`src/rtl/bitctl_pkg.sv`:
```
package bitctl_pkg;
  localparam int REG_W = 8;
  localparam logic [1:0] EDGE_OFF  = 2'b00;
  localparam logic [1:0] EDGE_RISE = 2'b01;
  localparam logic [1:0] EDGE_FALL = 2'b10;
  localparam logic [1:0] EDGE_BOTH = 2'b11;

  // per-pin configuration fields that are not shared with the port registers
  typedef struct packed {
    logic       odrain;
    logic [2:0] blink;
    logic [1:0] esel;
  } pin_cfg_t;
endpackage

```
`src/rtl/bitctl_edge_det.sv`:
```
module bitctl_edge_det (
  input  logic       clk,
  input  logic       rst_n,
  input  logic       pin_i,
  input  logic       arm,
  input  logic [1:0] esel,
  output logic       hit
);
  logic s1_q, s2_q, prev_q;

  always_ff @(posedge clk or negedge rst_n) begin
    if (!rst_n) begin
      s1_q   <= 1'b0;
      s2_q   <= 1'b0;
      prev_q <= 1'b0;
    end else begin
      s1_q   <= pin_i;
      s2_q   <= s1_q;
      prev_q <= s2_q;
    end
  end

  always_comb begin
    hit = arm & ((esel[0] & s2_q & ~prev_q) | (esel[1] & ~s2_q & prev_q));
  end
endmodule

```
`src/rtl/bitctl_blink.sv`:
```
module bitctl_blink #(
  parameter int NRATE = 7,
  parameter int CW    = $clog2(NRATE + 1)
) (
  input  logic             clk,
  input  logic             rst_n,
  input  logic             active,
  input  logic [CW-1:0]    code,
  input  logic [NRATE-1:0] tick,
  output logic             blink_q
);
  logic [NRATE:0] tick_ext;
  logic           sel_tick;

  always_comb begin
    tick_ext = {tick, 1'b0};
    sel_tick = tick_ext[code];
  end

  always_ff @(posedge clk or negedge rst_n) begin
    if (!rst_n)                     blink_q <= 1'b0;
    else if (!active || code == '0) blink_q <= 1'b0;
    else if (sel_tick)              blink_q <= ~blink_q;
  end

  AST_BLINK_IDLE: assert property (@(posedge clk) disable iff (!rst_n)
    (!active || code == '0) |=> !blink_q);
endmodule

```
`src/rtl/bitctl_prio_enc.sv`:
```
module bitctl_prio_enc #(
  parameter int N  = 8,
  parameter int IW = $clog2(N)
) (
  input  logic [N-1:0]  req,
  output logic          valid,
  output logic [IW-1:0] idx
);
  always_comb begin
    valid = 1'b0;
    idx   = '0;
    for (int i = N - 1; i >= 0; i--) begin
      if (req[i]) begin
        valid = 1'b1;
        idx   = IW'(i);
      end
    end
  end

  always_comb begin
    if (valid) begin
      AST_LOWEST_FIRST: assert (req[idx] && ((req & N'((1 << idx) - 1)) == '0));
    end
  end
endmodule

```
`src/rtl/bitctl_gpio8.sv`:
```
module bitctl_gpio8 #(
  parameter int NPIN  = 8,
  parameter int NRATE = 7,
  parameter int AW    = $clog2(2 * NPIN)
) (
  input  logic                      clk,
  input  logic                      rst_n,
  input  logic                      wr_en,
  input  logic [AW-1:0]             wr_addr,
  input  logic [bitctl_pkg::REG_W-1:0] wr_data,
  input  logic                      rd_en,
  input  logic [AW-1:0]             rd_addr,
  output logic [bitctl_pkg::REG_W-1:0] rd_data,
  input  logic [NPIN-1:0]           pin_in,
  input  logic [NRATE-1:0]          flash_tick,
  output logic [NPIN-1:0]           pin_out,
  output logic [NPIN-1:0]           pin_oe,
  output logic                      irq_pull
);
  import bitctl_pkg::*;

  localparam int IW        = $clog2(NPIN);
  localparam int CW        = $clog2(NRATE + 1);
  localparam int ADDR_LVL  = 0;
  localparam int ADDR_DIR  = 1;
  localparam int ADDR_STAT = 2;
  localparam int PIN_BASE  = NPIN;

  logic [NPIN-1:0] lvl_q, dir_q, pend_q, hit, clr, blink;
  pin_cfg_t        cfg_q [NPIN];
  logic            stat_valid, rd_clr;
  logic [IW-1:0]   stat_idx;

  // register file: level/direction stored once, reachable by two paths
  always_ff @(posedge clk or negedge rst_n) begin
    if (!rst_n) begin
      lvl_q <= '0;
      dir_q <= '0;
      for (int i = 0; i < NPIN; i++) cfg_q[i] <= '0;
    end else if (wr_en) begin
      if (wr_addr == AW'(ADDR_LVL)) lvl_q <= wr_data[NPIN-1:0];
      if (wr_addr == AW'(ADDR_DIR)) dir_q <= wr_data[NPIN-1:0];
      for (int i = 0; i < NPIN; i++) begin
        if (wr_addr == AW'(PIN_BASE + i)) begin
          lvl_q[i] <= wr_data[0];
          dir_q[i] <= wr_data[1];
          cfg_q[i] <= wr_data[7:2];
        end
      end
    end
  end

  genvar g;
  generate
    for (g = 0; g < NPIN; g++) begin : g_pin
      bitctl_edge_det u_edge (
        .clk   (clk),
        .rst_n (rst_n),
        .pin_i (pin_in[g]),
        .arm   (~dir_q[g]),
        .esel  (cfg_q[g].esel),
        .hit   (hit[g])
      );

      bitctl_blink #(.NRATE(NRATE), .CW(CW)) u_blink (
        .clk     (clk),
        .rst_n   (rst_n),
        .active  (dir_q[g]),
        .code    (cfg_q[g].blink),
        .tick    (flash_tick),
        .blink_q (blink[g])
      );

      always_comb begin
        if (!dir_q[g]) begin
          pin_out[g] = 1'b0;
          pin_oe[g]  = 1'b0;
        end else if (cfg_q[g].blink != '0) begin
          pin_out[g] = 1'b0;
          pin_oe[g]  = blink[g];
        end else if (cfg_q[g].odrain) begin
          pin_out[g] = 1'b0;
          pin_oe[g]  = ~lvl_q[g];
        end else begin
          pin_out[g] = lvl_q[g];
          pin_oe[g]  = 1'b1;
        end
      end

      AST_PEND_ONLY_ARMED: assert property (@(posedge clk) disable iff (!rst_n)
        (pend_q[g] && !$past(pend_q[g])) |->
          $past(!dir_q[g] && cfg_q[g].esel != EDGE_OFF));
    end
  endgenerate

  bitctl_prio_enc #(.N(NPIN), .IW(IW)) u_enc (
    .req   (pend_q),
    .valid (stat_valid),
    .idx   (stat_idx)
  );

  always_comb begin
    rd_clr = rd_en && (rd_addr == AW'(ADDR_STAT)) && stat_valid;
    clr    = rd_clr ? (NPIN'(1) << stat_idx) : '0;
  end

  // pending flags: a new edge wins over a clear in the same cycle
  always_ff @(posedge clk or negedge rst_n) begin
    if (!rst_n) pend_q <= '0;
    else        pend_q <= hit | (pend_q & ~clr);
  end

  assign irq_pull = |pend_q;

  always_comb begin
    rd_data = '0;
    if (rd_addr == AW'(ADDR_LVL))       rd_data[NPIN-1:0] = lvl_q;
    else if (rd_addr == AW'(ADDR_DIR))  rd_data[NPIN-1:0] = dir_q;
    else if (rd_addr == AW'(ADDR_STAT)) begin
      rd_data[7]    = stat_valid;
      rd_data[IW-1:0] = stat_idx;
    end else begin
      for (int i = 0; i < NPIN; i++) begin
        if (rd_addr == AW'(PIN_BASE + i)) rd_data = {cfg_q[i], dir_q[i], lvl_q[i]};
      end
    end
  end

  AST_CLEAR_ONE: assert property (@(posedge clk) disable iff (!rst_n)
    (rd_clr && hit == '0) |=> ($countones(pend_q) == $countones($past(pend_q)) - 1));
endmodule

```
`config.mk`:
```
export PLATFORM = sky130hd
export DESIGN_NAME = bitctl_gpio8
export DESIGN_NICKNAME = d
export VERILOG_FILES = /design/src/rtl/bitctl_pkg.sv /design/src/rtl/bitctl_edge_det.sv /design/src/rtl/bitctl_blink.sv /design/src/rtl/bitctl_prio_enc.sv /design/src/rtl/bitctl_gpio8.sv
export SDC_FILE = /design/constraint.sdc
export NUM_CORES = 1
export LEC_CHECK = 0
export BUFFER_PORTS_ARGS = -buffer_cell sky130_fd_sc_hd__buf_2
export CORE_UTILIZATION = 35
export DETAILED_ROUTE_END_ITERATION = 12
export HOLD_SLACK_MARGIN = 0.1
export MAX_ROUTING_LAYER = met4
export PLACE_DENSITY = 0.5
export SETUP_SLACK_MARGIN = 0.15
export SLEW_MARGIN = 20
export SYNTH_ARGS = -nofsm -noshare
export SYNTH_HDL_FRONTEND = slang
export SYNTH_HIERARCHICAL = 1
export SYNTH_SLANG_ARGS = --single-unit
```
`constraint.sdc`:
```
create_clock -name clk -period 1.9 [get_ports clk]
set_input_delay 0.285 -clock clk [delete_from_list [all_inputs] [get_ports clk]]
set_output_delay 0.285 -clock clk [all_outputs]
set_load 0.02 [all_outputs]
```
* Word-level counts from Yosys, hierarchy flattened *
Cells that the tools add are included.

word-level totals
  flip-flop bits (word level) = 104
  latch bits = 0
  RAM bits = 0
  ROM bits = 0
  input port bits = 35
  output and inout bits = 25
  memories kept = 0

cells by class
  add/sub/neg operators = 0
  $mul = 0
  divide/modulo/power cells = 0
  order comparisons = 8
  equal/unequal tests = 19
  shift-type cells = 1
  muxes and demuxes = 128
  bitwise logic cells = 91
  reduce and logical (&&, ||, !) cells = 85

operator list
  cell                                                 number
  two-way mux 8 bit                                    13
  two-way mux 1 bit                                    97
  == test 4 bit (second input constant)                16
  AND reduction 2 bit                                  24
  nonzero test 2 bit                                   24
  bitwise AND 1 bit                                    40
  NOT 1 bit                                            40
  < comparator 3 x 4 -> 1 bit (second input constant)  8
  two-way mux 3 bit                                    9
  binary-select mux 1 bit (select 3 bit)               8
  zero test 3 bit                                      8
  nonzero test 3 bit                                   8
  bitwise AND 8 bit                                    1
  == test 4 x 1 -> 1 bit (second input constant)       2
  zero test 1 bit                                      8
  zero test 4 bit                                      2
  logical OR 1 bit                                     8
  NOT 8 bit                                            1
  OR 1 bit                                             8
  OR 8 bit                                             1
  OR reduction 8 bit                                   1
  left shift 1 x 3 -> 8 bit (first input constant)     1
  == test 4 x 2 -> 1 bit (second input constant)       1
  two-way mux 4 bit                                    1
  logical AND 1 bit                                    2

* Longest topological paths before layout *
  word-level depth = 13
  gate-level depth with buffers = 7
  depth with buffers taken out = 6

* Cells and area by module *
The synthesis kept the hierarchy.

by module, submodules not included
  module           instances  cells an instance  area an instance (um2)
  bitctl_gpio8     1          393                4,129.0
  bitctl_blink     8          13                 128.9
  bitctl_edge_det  8          6                  96.3
  bitctl_prio_enc  1          13                 80.1

* Worst setup path after synthesis *
No wires, ideal clock.

  path kind = input to output
  from = input port rd_addr[1]
  to = output port rd_data[0] in the netlist's numbering
  arrival = 1,560 ps
  slack = 55 ps
  stages = 5
  path buffers = 1
  cell sequence = clkbuf_1 > nor3b_1 > a32o_1 > a211oi_1 > o22ai_1

on the way
  word-level cells in the longest chain between the ends = 12
  elaborated cells on any way between the ends = 22
  those cells by class = eq/ne (10); mux (11); reduce/logical (1)

ends and longest elaborated chain
  item                             line                 source
  from (decl)                      bitctl_gpio8.sv:12   input logic [AW-1:0] rd_addr,
  == test 4 bit                    bitctl_gpio8.sv:124  if (rd_addr == AW'(PIN_BASE + i)) rd_data = {cfg_q[i], dir_q[i], lvl_q[i]};
  two-way mux 8 bit (8 in series)  bitctl_gpio8.sv:124
  two-way mux 3 bit                bitctl_gpio8.sv:119  else if (rd_addr == AW'(ADDR_STAT)) begin
  two-way mux 8 bit                bitctl_gpio8.sv:118  else if (rd_addr == AW'(ADDR_DIR)) rd_data[NPIN-1:0] = dir_q;
  two-way mux 8 bit *              bitctl_gpio8.sv:117  if (rd_addr == AW'(ADDR_LVL)) rd_data[NPIN-1:0] = lvl_q;
  to (decl)                        bitctl_gpio8.sv:13   output logic [bitctl_pkg::REG_W-1:0] rd_data,

Mark *: on every way between the ends. The rest lies on a longest branch, timed or not.

* Worst setup path in the final report *
  from = register pend_q[5]
  to = output port rd_data[1] in the netlist's numbering

on the way
  word-level cells in the longest chain between the ends = 9

ends and longest elaborated chain
  item                             line                   source
  from (decl)                      bitctl_gpio8.sv:29     logic [NPIN-1:0] lvl_q, dir_q, pend_q, hit, clr, blink;
  from (signal assigned)           bitctl_gpio8.sv:110    else pend_q <= hit | (pend_q & ~clr);
  two-way mux 3 bit (6 in series)  bitctl_prio_enc.sv:13  if (req[i]) begin
  named net stat_idx[1]            bitctl_gpio8.sv:32     logic [IW-1:0] stat_idx;
  two-way mux 3 bit                bitctl_gpio8.sv:119
  two-way mux 8 bit                bitctl_gpio8.sv:118
  two-way mux 8 bit                bitctl_gpio8.sv:117

The timed path passes the listed nets, and every way through them passes these cells.

==> out/qor.txt <==
# port buffers -> 59
Antenna diodes -> 0
Status -> finished with violations
Area of the mapped netlist -> 0.00601 mm^2
Share of layout cells above drive strength 1 -> 0.461
Vias in the first global route -> 5135
Leakage -> 3.45 nW
Total gr overflow -> 0
CP Buf/Inv Count -> 2
Drt pass-1 iters -> 5
Yosys warnings -> 6
Die X-Extent -> 133 um
Clock Pin Slew Worst Setup and Hold Paths -> 80 ps
Peak VDD IR -> 0.000492 V
Largest net degree at the start of global routing -> 48
First-pass GRT wire length -> 29700 um
Failing checks -> setup timing
Slew headroom -> 0.680
# nets final -> 748
Vias per cell -> 5.60
Worst-Skew Late Latency -> 360 ps
Worst path cell trace -> nor2_1 > o21ai_1 > a211oi_2 > buf_4 > a21oi_2 > a2bb2oi_2 > a21oi_2 > buf_6
Place WS -> -87.6 ps
Post-layout util -> 0.483
Core area -> 0.0167 mm^2
Row count -> 47
R2r startpoint -> pend_q[6]
Max Fanout on Critical Path -> 4
Slowest stage delay, CP -> 450 ps
Pwr/cell area -> 1050 mW/mm^2
Post-route cell area -> 0.00807 mm^2
Endpoints failing hold -> 0
Setup tns final -> -1260 ps
Crit. End Element -> output port
CP delay by family, top -> compound AO/OA/AOI/OAI gates
# setup viols final -> 9
Crit Path Class -> flop to output port
Final period util -> 1.13
Design Power -> 8.50 mW
CTS Buf Count -> 9
Layout area overhead -> 34.2%
Full die area -> 0.0177 mm^2
DR vias -> 5249
Top-area cell type share of the netlist area -> 0.433
Num ports -> 60
Setup crit start kind -> flop
Sinks on Clock Net -> 104
CTS H-Tree Depth -> 3
Worst EP required -> 1620 ps
Final WL -> 19300 um
Clock Tree Root -> clkbuf_16
CP max-delay cell -> dfrtp_2
Chip Height -> 133 um
Hold path startpoint -> wr_data[0]
Cell accounting for the most synthesized area -> dfrtp_1
Number of synthesized register bits -> 104
Post-synthesis cell type count -> 56
DRC viols -> 0
CP Data Arrival Time -> 1870 ps
Worst setup path start -> pend_q[5]
RSZ-0062 raised after global routing -> true
Syn_nets -> 593
Worst setup margin -> -255 ps
Clock Skews -> 8.29 ps
Sequential fraction of the synthesis area -> 0.433
Worst hold path class -> input pin to flop
Critical path's most frequent cell -> a21oi_2
Syn Area/Cell -> 10.8 um^2
Pins Over Slew Limit -> 0
Max cap viols -> 0
Syn Inst Count -> 558
Drt initial violations -> 331
Max clock buf depth -> 2
GPL Wtd Cong -> 0.948
Ranking of synthesized cells by area -> dfrtp_1 (43%), mux2_2 (10%), mux2i_1 (4.2%), nor2_1 (2.9%), nand4b_1 (2.6%)
Post-DRT Antenna Nets -> 0
Fmax -> 464 MHz
CTS tree -> done
Initial Util -> 0.360
Period minus WS final -> 2150 ps
Dpl hpwl -> 13900 um
Placed instance area -> 0.00690 mm^2
Routed length per placed instance -> 20.5 um
Slew @ Worst Pin -> 479 ps
Initial antenna violation count -> 0
GRT Util Overall -> 0.229
## sequential cells by signal, summed over array words and instances (netlist names)
register	count
g_pin.u_edge/prev_q	8
pend_q	8
lvl_q	8
g_pin.u_edge/s2_q	8
dir_q	8
g_pin.u_blink/blink_q	8
g_pin.u_edge/s1_q	8
cfg_q	48
## cells in the mapped netlist, drive strengths merged
cell type	number
o21bai	1
a311oi	16
mux2i	25
a222oi	4
a21o	6
nand4b	18
nor3b	10
o211ai	4
a21boi	7
nor3	22
and3	4
or3b	2
and4b	8
a31oi	3
and4	2
clkbuf	6
mux2	72
nor2b	16
a32o	3
a21oi	8
nand3	6
o21ai	20
nor4b	1
a221oi	10
nand4	1
o31ai	10
a2bb2oi	1
mux4	1
a211oi	14
nand3b	5
or3	1
nor2	50
nor4	4
buf	18
o22ai	8
nand2	29
nand2b	6
or2	3
o41ai	1
inv	23
o221ai	4
o31a	1
dfrtp	104
## repair_timing
action | CTS | global route
pin swaps | 21 | 30
buffers inserted | 21 | 27
hold endpoints to repair | 35 | 0
hold buffers | 9 | 0
endpoints found under the setup margin | 26 | 34
gates resized for setup | 61 | 59
## final timing paths
kind                                        end  slack, ps  depth (start not counted)
max                                  rd_data[1]       -250                          8
min                                    lvl_q[0]        200                          2
max reg2reg                           pend_q[1]         60                          8
min reg2reg                g_pin[1].u_edge/s2_q        350                          0
max in group asynchronous             cfg_q[21]        870                          3
min in group asynchronous  g_pin[1].u_edge/s1_q        410                          2
## cell usage in the layout (no fill, tap or decap), types with 8 or more instances in the layout
cell / synthesis / routed
buf_6: 3 / 24
nand2_1: 29 / 29
nor3_1: 18 / 10
and4b_1: 8 / 8
dlygate4sd3_1: 0 / 9
dfrtp_1: 104 / 80
mux2_2: 55 / 55
nand4b_1: 18 / 18
nor2_1: 47 / 45
buf_4: 4 / 87
inv_1: 23 / 21
mux2_1: 9 / 8
mux2i_1: 25 / 24
nor2b_1: 16 / 13
buf_2: 11 / 45
dfrtp_2: 0 / 24
o31ai_1: 10 / 10
mux2_4: 8 / 9
clkbuf_16: 0 / 9
a311oi_1: 16 / 9
a211oi_1: 11 / 9
o21ai_0: 20 / 18
## per-stage QoR
step                      instances  hold WS (ps)
after detailed placement        866           262
after global placement          866           260
after CTS                       912           187
after global routing            938           199
after floorplan                 558         -10.6
final                           938           202
## power by group
group	switching, mW	total (mW)	internal [mW]
combinational	1.55	3.25	1.70
clock	0.895	1.93	1.04
sequential	0.606	3.32	2.71
## kinds of logic after synthesis
logic type,Yosys count,synth area share
AO/OA/AOI/OAI,121,0.159
flip-flops,104,0.433
AND/OR/NAND/NOR,188,0.185
buffers and inverters,47,0.0379
multiplexers,98,0.185
## final cells by class
type | count | area, um^2
multi-input combinational | 407 | 3480
fill | 1586 | 8630
timing repair buffer | 168 | 1300
clock inverter | 7 | 75.1
sequential | 104 | 2630
tap | 220 | 275
clock buffer | 9 | 225
inverter | 23 | 86.3
## metal layers
metal,share of wire,vias up,GRT usage,routed length (um)
met5,0,-,-,0
met4,0.023,0,0.0849,450
li1,-,2444,-,-
met1,0.47,2668,0.300,9000
met2,0.47,109,0.354,9150
met3,0.035,28,0.0398,669
## worst register-to-register path: stages, from the launching register on
cell and delay [ps]:
dfrtp_2 460, inv_2 60, a21oi_1 70, o41ai_1 260, buf_4 200, buf_6 90, buf_6 100, or3b_1 340
a21o_1 160
Power figures use the tool's default switching activity.
